--- src/rtl/crc5n_pkg.sv ---
package crc5n_pkg;

   // Selects how the next-state network is built
   typedef enum logic {
      CRC_IMPL_EQN  = 1'b0,   // hand-reduced XOR equations (5-bit / 4-bit only)
      CRC_IMPL_LOOP = 1'b1    // generic unrolled shift steps for any width
   } crc_impl_e;

   localparam int unsigned CRC5_W    = 5;
   localparam int unsigned NIBBLE_W  = 4;
   localparam logic [CRC5_W-1:0] CRC5_POLY = 5'h05;  // x^2 + 1, x^5 implied
   localparam logic [CRC5_W-1:0] CRC5_SEED = 5'h1F;

endpackage

--- src/rtl/crc5n_eqn.sv ---
module crc5n_eqn
   import crc5n_pkg::*;
#(
   parameter int unsigned CRC_W  = CRC5_W,
   parameter int unsigned DATA_W = NIBBLE_W
) (
   input  logic [CRC_W-1:0]  cur_i,
   input  logic [DATA_W-1:0] dat_i,
   output logic [CRC_W-1:0]  nxt_o
);

   generate
      if (CRC_W != 5 || DATA_W != 4) begin : g_bad_size
         $error("crc5n_eqn supports only a 5-bit state and a 4-bit data word");
      end
   endgenerate

   // Four serial steps, MSB of the nibble first, collapsed into one level
   always_comb begin
      nxt_o    = '0;
      nxt_o[0] = cur_i[1] ^ cur_i[4] ^ dat_i[0] ^ dat_i[3];
      nxt_o[1] = cur_i[2] ^ dat_i[1];
      nxt_o[2] = cur_i[1] ^ cur_i[3] ^ cur_i[4] ^ dat_i[0] ^ dat_i[2] ^ dat_i[3];
      nxt_o[3] = cur_i[2] ^ cur_i[4] ^ dat_i[1] ^ dat_i[3];
      nxt_o[4] = cur_i[0] ^ cur_i[3] ^ dat_i[2];
   end

endmodule

--- src/rtl/crc5n_loop.sv ---
module crc5n_loop
   import crc5n_pkg::*;
#(
   parameter int unsigned       CRC_W  = CRC5_W,
   parameter int unsigned       DATA_W = NIBBLE_W,
   parameter logic [CRC_W-1:0]  POLY   = CRC5_POLY
) (
   input  logic [CRC_W-1:0]  cur_i,
   input  logic [DATA_W-1:0] dat_i,
   output logic [CRC_W-1:0]  nxt_o
);

   localparam int unsigned TOP = CRC_W - 1;

   // DATA_W chained shift stages; the synthesizer flattens the chain
   logic [CRC_W-1:0] stage [DATA_W+1];

   assign stage[0] = cur_i;

   generate
      for (genvar s = 0; s < DATA_W; s++) begin : g_step
         logic fb;
         assign fb = stage[s][TOP] ^ dat_i[DATA_W-1-s];
         assign stage[s+1] = {stage[s][TOP-1:0], 1'b0} ^ (fb ? POLY : '0);
      end
   endgenerate

   assign nxt_o = stage[DATA_W];

endmodule

--- src/rtl/crc5n_state.sv ---
module crc5n_state #(
   parameter int unsigned      CRC_W = 5,
   parameter logic [CRC_W-1:0] SEED  = '1
) (
   input  logic             clk_i,
   input  logic             rst_i,
   input  logic             init_i,
   input  logic             valid_i,
   input  logic [CRC_W-1:0] nxt_i,
   output logic [CRC_W-1:0] q_o
);

   always_ff @(posedge clk_i) begin
      if (rst_i || init_i) begin
         q_o <= SEED;
      end else if (valid_i) begin
         q_o <= nxt_i;
      end
   end

endmodule

--- src/rtl/crc5n_gen.sv ---
module crc5n_gen
   import crc5n_pkg::*;
#(
   parameter int unsigned      CRC_W  = CRC5_W,
   parameter int unsigned      DATA_W = NIBBLE_W,
   parameter logic [CRC_W-1:0] POLY   = CRC5_POLY,
   parameter logic [CRC_W-1:0] SEED   = CRC5_SEED,
   parameter crc_impl_e        IMPL   = CRC_IMPL_EQN
) (
   input  logic              clk_i,
   input  logic              rst_i,
   input  logic              init_i,
   input  logic              valid_i,
   input  logic [DATA_W-1:0] data_i,
   output logic [CRC_W-1:0]  crc_o
);

   localparam bit FIXED_SHAPE = (CRC_W == 5) && (DATA_W == 4) && (POLY == 5'h05);

   generate
      if (CRC_W < 2) begin : g_chk_w
         $error("CRC_W must be at least 2");
      end
      if (DATA_W < 1) begin : g_chk_d
         $error("DATA_W must be at least 1");
      end
      if (POLY[0] != 1'b1) begin : g_chk_p
         $error("POLY must have its constant term set");
      end
      if (IMPL == CRC_IMPL_EQN && !FIXED_SHAPE) begin : g_chk_e
         $error("equation variant requires CRC_W=5, DATA_W=4, POLY=5'h05");
      end
   endgenerate

   logic [CRC_W-1:0] state_q;
   logic [CRC_W-1:0] state_d;

   generate
      if (IMPL == CRC_IMPL_EQN) begin : g_eqn
         crc5n_eqn #(
            .CRC_W  (CRC_W),
            .DATA_W (DATA_W)
         ) u_next (
            .cur_i (state_q),
            .dat_i (data_i),
            .nxt_o (state_d)
         );
      end else begin : g_loop
         crc5n_loop #(
            .CRC_W  (CRC_W),
            .DATA_W (DATA_W),
            .POLY   (POLY)
         ) u_next (
            .cur_i (state_q),
            .dat_i (data_i),
            .nxt_o (state_d)
         );
      end
   endgenerate

   crc5n_state #(
      .CRC_W (CRC_W),
      .SEED  (SEED)
   ) u_state (
      .clk_i   (clk_i),
      .rst_i   (rst_i),
      .init_i  (init_i),
      .valid_i (valid_i),
      .nxt_i   (state_d),
      .q_o     (state_q)
   );

   assign crc_o = state_q;

endmodule

--- config.mk ---
export PLATFORM = sky130hd
export DESIGN_NAME = crc5n_gen
export DESIGN_NICKNAME = d
export VERILOG_FILES = /design/src/rtl/crc5n_pkg.sv /design/src/rtl/crc5n_eqn.sv /design/src/rtl/crc5n_loop.sv /design/src/rtl/crc5n_state.sv /design/src/rtl/crc5n_gen.sv
export SDC_FILE = /design/constraint.sdc
export NUM_CORES = 1
export LEC_CHECK = 0
export ABC_AREA = 1
export BUFFER_PORTS_ARGS = -buffer_cell sky130_fd_sc_hd__buf_2
export CAP_MARGIN = 20
export CELL_PAD_IN_SITES_DETAIL_PLACEMENT = 1
export CELL_PAD_IN_SITES_GLOBAL_PLACEMENT = 2
export CORE_MARGIN = 3
export CORE_UTILIZATION = 21
export CTS_CLUSTER_SIZE = 16
export DETAILED_ROUTE_END_ITERATION = 6
export PLACE_DENSITY = 0.76
export SYNTH_ARGS = -nofsm -noshare
export SYNTH_HDL_FRONTEND = slang
export SYNTH_SLANG_ARGS = --single-unit
--- constraint.sdc ---
create_clock -name clk_i -period 1 [get_ports clk_i]
set_clock_uncertainty 0.05 [all_clocks]
set_input_delay 0.2 -clock clk_i [delete_from_list [all_inputs] [get_ports clk_i]]
set_output_delay 0.2 -clock clk_i [all_outputs]
set_load 0.005 [all_outputs]
==> results of run 1 <==
-- routing by layer --
layer  track usage, %  routed length, µm  up-vias
met1            13.10                429      183
met5                0                  0        -
met3            7.031                 66        2
met2            17.03                460       10
li1                 -                  -      218
met4            3.409                  7        0
-- cells in the mapped netlist --
library cell,n
nand3_1,5
o211ai_1,1
o21ai_0,1
nand2_2,5
inv_1,6
nor2_1,1
inv_2,3
or2_1,1
a21oi_1,5
nand2_1,21
xor2_1,1
nand3_2,2
dfxtp_1,5
-- cell families (layout without fill, tap and decap cells) --
group	after synthesis	in the layout	synth area share [%]
AND/OR/NAND/NOR	35	35	47.83
XOR/XNOR	1	1	2.537
buffers and inverters	9	29	9.782
flip-flops	5	5	28.99
AO/OA/AOI/OAI	7	7	10.87
-- layout make-up --
cell class	count	area, µm²
Tap cell	16	20.02
Timing Repair Buffer	16	116.4
Fill cell	202	982.2
Inverter	9	33.78
Clock buffer	4	26.28
Multi-Input combinational cell	43	231.5
Sequential cell	5	113.9
-- path summary, 6_finish.rpt --
kind                                                  start                     endpoint  slack, ps  cells past startpoint
worst max register to register  u_state.q_o[3]$_SDFFE_PP1P_  u_state.q_o[4]$_SDFFE_PP1P_        -10                      6
worst min-delay path                                  rst_i  u_state.q_o[1]$_SDFFE_PP1P_        130                      3
worst max-delay path            u_state.q_o[4]$_SDFFE_PP1P_                     crc_o[4]        -60                      2
worst min register to register  u_state.q_o[0]$_SDFFE_PP1P_  u_state.q_o[0]$_SDFFE_PP1P_        440                      2
-- where the power goes --
| part | switching (µW) | total [µW] | internal [µW] | leakage (µW) |
|---|---|---|---|---|
| Clock | 84.1 | 235 | 151 | 0.0000150 |
| Sequential | 11.3 | 218 | 207 | 0.0000402 |
| Combinational | 83.5 | 154 | 70.6 | 0.000227 |
| Total | 179 | 607 | 428 | 0.000282 |
-- stage by stage --
| step | instances | instance area, µm² | setup WS, ps | util (%) | hold WS (ps) |
|---|---|---|---|---|---|
| final | 93 | 541.8 | -58.90 | 35.55 | 132.3 |
| after global routing | 93 | 541.8 | -92.97 | 35.55 | 135.9 |
| after CTS | 93 | 511.7 | -57.14 | 33.58 | 123.3 |
| after detailed placement | 89 | 456.7 | -39.97 | 29.97 | 383.1 |
| after global placement | 89 | 456.7 | -9.009 | 29.97 | 384.5 |
| after floorplan | 57 | 346.6 | 17.15 | - | 279.5 |
-- cell usage in the layout, fill, tap and decap left out --
cell      Yosys  final
a21oi_1       5      5
buf_2         0      9
buf_4         0      2
buf_6         0      5
clkbuf_1      0      1
clkbuf_4      0      3
dfxtp_2       0      2
dfxtp_4       0      3
inv_1         6      6
inv_2         3      3
nand2_1      21     18
nand2_2       5      8
nand3_1       5      4
nand3_2       2      3
nor2_1        1      1
o211ai_1      1      1
o21ai_1       0      1
or2_1         1      1
xor2_2        0      1
-- critical path, cell delays in order, from the launching register on --
cell and delay (ps):
dfxtp_4 350, buf_6 110, buf_6 100
-- what timing repair did --
action,in CTS,in global routing
setup endpoints to repair,6,8
endpoints found under the hold margin,0,0
resized for setup,7,11
pin swaps,1,3
hold buffers,0,0
setup buffers,1,0
==> impl_metrics.py, run 1 <==
metrics = {
    "status": {
        "status": "finished, violations left",
        "violations": "negative setup slack",
    },
    "yosys": {
        "synth_cell_types": 13,
        "netlist.area_leader.share_pct": 28.99,
        "synthTopCellsByArea": "dfxtp_1 (29%), nand2_1 (23%), nand2_2 (9.1%), a21oi_1 (7.2%), nand3_1 (7.2%)",
        "synthCells": 57,
        "ys_seq_area_share_pct": 28.99,
        "synth_nets": 65,
        "avgSynthCellArea_um2": 6.058,
        "ys_ff_latch": 5,
        "post_synth_instance_area_um2": 345.3,
        "ys.warnings.count": 0,
        "synth_largest_area_cell": "dfxtp_1",
    },
    "global_route": {
        "grt_first_pass_wirelength_um": 1621,
        "grt_pass1_vias": 411,
        "grt_usage_pct": 11.30,
        "antenna_found_initial": 0,
        "grt_max_degree": 8,
        "grt_overflow": 0,
    },
    "flow_run": {
        "maxCapViolations": 0,
    },
    "critical_path": {
        "end_kind": "primary output",
        "worstPathRequired_ps": 750,
        "crit_fanout": 4,
        "start_kind": "flip-flop",
        "arrival_ps": 810,
        "path_class": "flip-flop to primary output",
    },
    "detailed_routing": {
        "drc": 0,
        "ant_nets": 0,
        "vias_per_cell": 4.441,
        "vias": 413,
        "drt_wl_total_um": 964,
        "drt_first_pass_iters": 1,
        "drt-initial-drc-count": 0,
        "wl_per_cell_um": 10.37,
    },
    "cts": {
        "clk_pin_slew_ps": 40,
        "h-tree-depth": 1,
        "clock_path_buffers": 2,
        "clk_latency_ps": 240,
        "cts_buffers": 3,
        "cts_tree": "yes",
        "cts-root-buf": "clkbuf_4",
        "cts.sinks": 5,
    },
    "placement": {
        "place_congestion": 0.6757,
        "io_buffers": 12,
        "place_hpwl_um": 773.3,
    },
    "pwr": {
        "peakVddDrop_mv": 0.7607,
        "p_per_area_nw_per_um2": 1121,
        "leakagePower_uw": 0.0002824,
        "p_total_uw": 607.2,
    },
    "floorplan": {
        "die_area_um2": 2167,
        "start_util_pct": 22.66,
        "rows": 14,
        "coreArea_um2": 1524,
        "num_io_pins": 13,
        "die_w_um": 46.55,
        "die_height_um": 46.55,
    },
    "layout": {
        "drive_gt1_share_pct": 50.65,
        "largest_register": "u_state.q_o",
        "syn_to_final_growth_pct": 56.88,
        "diodes": 0,
        "largest_reg_flops": 5,
        "num-nets-final": 86,
        "top_regs": "u_state.q_o (5)",
    },
    "min_path": {
        "hold_class": "primary input to flip-flop",
    },
    "timing": {
        "hold_viol": 0,
        "period_minus_slack_ps": 1059,
        "fmax_ghz": 0.9444,
        "finalSetupViolCount": 3,
        "rsz0062_at_grt": "yes",
        "relSlewSlack_pct": 88.55,
        "fin_setup_tns_ps": -128.1,
        "period_share_pct": 105.9,
        "tightestPinTransition_ps": 171.6,
        "fin_ws_ps": -58.90,
        "timing.final.max_slew_violations": 0,
    },
}
No activity file was read; power rests on OpenSTA's default activity.
==> run 2, diff against run 1 <==
- PLACE_DENSITY: 0.76 -> 0.68
==> impl_metrics.py, run 2 (same netlist as run 1, synthesis figures left out) <==
metrics = {
    "status": {
        "status": "finished, violations left",
        "violations": "negative setup slack",
    },
    "timing": {
        "rsz0062_at_grt": "yes",
        "timing.final.max_slew_violations": 0,
        "fin_ws_ps": -38.81,
        "finalSetupViolCount": 2,
        "period_minus_slack_ps": 1039,
        "tightestPinTransition_ps": 191.6,
        "hold_viol": 0,
        "hold_ws_ps": 143.8,
        "relSlewSlack_pct": 87.21,
        "period_share_pct": 103.9,
        "fmax_ghz": 0.9626,
    },
    "critical_path": {
        "end_kind": "primary output",
        "crit_fanout": 2,
        "arrival_ps": 790,
        "path_class": "flip-flop to primary output",
        "start_kind": "flip-flop",
        "worstPathRequired_ps": 750,
    },
    "floorplan": {
        "num_io_pins": 13,
        "start_util_pct": 22.66,
        "die_w_um": 46.55,
        "die_height_um": 46.55,
        "coreArea_um2": 1524,
        "rows": 14,
        "die_area_um2": 2167,
    },
    "global_route": {
        "grt_first_pass_wirelength_um": 1524,
        "grt_max_degree": 8,
        "antenna_found_initial": 0,
        "grt_pass1_vias": 388,
        "grt_overflow": 0,
        "grt_usage_pct": 9.945,
    },
    "pwr": {
        "pwr-share-seq_pct": 37.0,
        "netSwitchingFraction_pct": 28.50,
        "p_per_area_nw_per_um2": 1117,
        "leakagePower_uw": 0.0002853,
        "pwr-share-comb_pct": 25.4,
        "p_sw_uw": 170.9,
        "peakVddDrop_mv": 0.4947,
        "p_clk_share_pct": 37.6,
        "intPower_uw": 428.7,
    },
    "flow_run": {
        "maxCapViolations": 0,
    },
    "layout": {
        "diodes": 0,
        "final_area_um2": 536.8,
        "largest_reg_flops": 5,
        "final_common_cell": "nand2_1",
        "num-nets-final": 86,
        "fillerInstances": 204,
        "final_cell_count_no_fill": 93,
        "post-route-util_pct": 35.22,
        "largest_register": "u_state.q_o",
        "drive_gt1_share_pct": 50.65,
        "syn_to_final_growth_pct": 55.43,
        "top_regs": "u_state.q_o (5)",
        "layout_common_cells": "nand2_1 (19), buf_2 (11), inv_1 (6), nand2_2 (6), a21oi_1 (5)",
    },
    "detailed_routing": {
        "vias_per_cell": 4.344,
        "drt_wl_total_um": 933,
        "drt_first_pass_iters": 3,
        "wl_per_cell_um": 10.03,
        "vias": 404,
        "ant_nets": 0,
        "drt-initial-drc-count": 5,
        "drc": 0,
    },
    "cts": {
        "clk_pin_slew_ps": 40,
        "clk_latency_ps": 230,
        "cts.sinks": 5,
        "h-tree-depth": 1,
        "cts_tree": "yes",
        "clock_path_buffers": 2,
        "cts_buffers": 3,
        "cts-root-buf": "clkbuf_4",
        "hold_buffers": 0,
    },
    "placement": {
        "place_congestion": 0.7280,
        "post_dp_cell_area_um2": 449.2,
        "place_hpwl_um": 768.7,
        "io_buffers": 12,
        "dp_slack_ps": -106.3,
        "place_inst": 88,
    },
    "min_path": {
        "hold_class": "primary input to flip-flop",
    },
}
==> run 2: cell counts in the layout (fill, tap and decap cells not counted) <==
No cell type changed its count.
==> run 2: power by group through the flow <==
stage / sequential [µW] / combinational (µW) / clock, µW
after floorplan: 224 / 78.7 / 0
after global placement: 225 / 132 / 0
after detailed placement: 225 / 132 / 0
after CTS: 219 / 143 / 237
after global routing: 223 / 175 / 259
final: 222 / 152 / 226
==> run 2: layout make-up <==
class	count	area [µm²]	area share (%)
multi-input cells	43	239.0	44.52
repair buffers	16	103.9	19.35
inverters	9	36.28	6.760
flip-flops and latches	5	111.4	20.75
clock buffers	4	26.28	4.895
well taps	16	20.02	3.730
==> run 2: path summary, 6_finish.rpt <==
kind / startpoint / to / slack [ps] / depth (start not counted)
max: u_state.q_o[2]$_SDFFE_PP1P_ / crc_o[2] / -40 / 2
min: rst_i / u_state.q_o[1]$_SDFFE_PP1P_ / 140 / 3
max reg2reg: u_state.q_o[3]$_SDFFE_PP1P_ / u_state.q_o[4]$_SDFFE_PP1P_ / -20 / 6
min reg2reg: u_state.q_o[0]$_SDFFE_PP1P_ / u_state.q_o[0]$_SDFFE_PP1P_ / 430 / 2
==> run 2: per-layer routing <==
layer  GRT usage, %  wire (µm)
met5              0          0
met4          3.409          5
met3          2.344         43
met2          16.76        424
met1          12.16        460
==> run 2: metrics by stage <==
step                      power, µW  TNS, ps
final                         599.6   -56.14
after CTS                     598.8   -60.73
after global routing          656.5   -300.2
after global placement        356.6   -204.7
after detailed placement      357.7   -250.0
after floorplan               302.3        0
==> run 2: worst max-delay path, stage by stage (launching register included) <==
cell and delay (ps):
dfxtp_2 340, buf_6 120, buf_6 100
==> run 2: what timing repair did <==
item,CTS,global route
buffers inserted,1,0
gates resized for setup,7,10
setup endpoints to repair,6,7
pin swaps,1,5
hold endpoints to repair,0,0
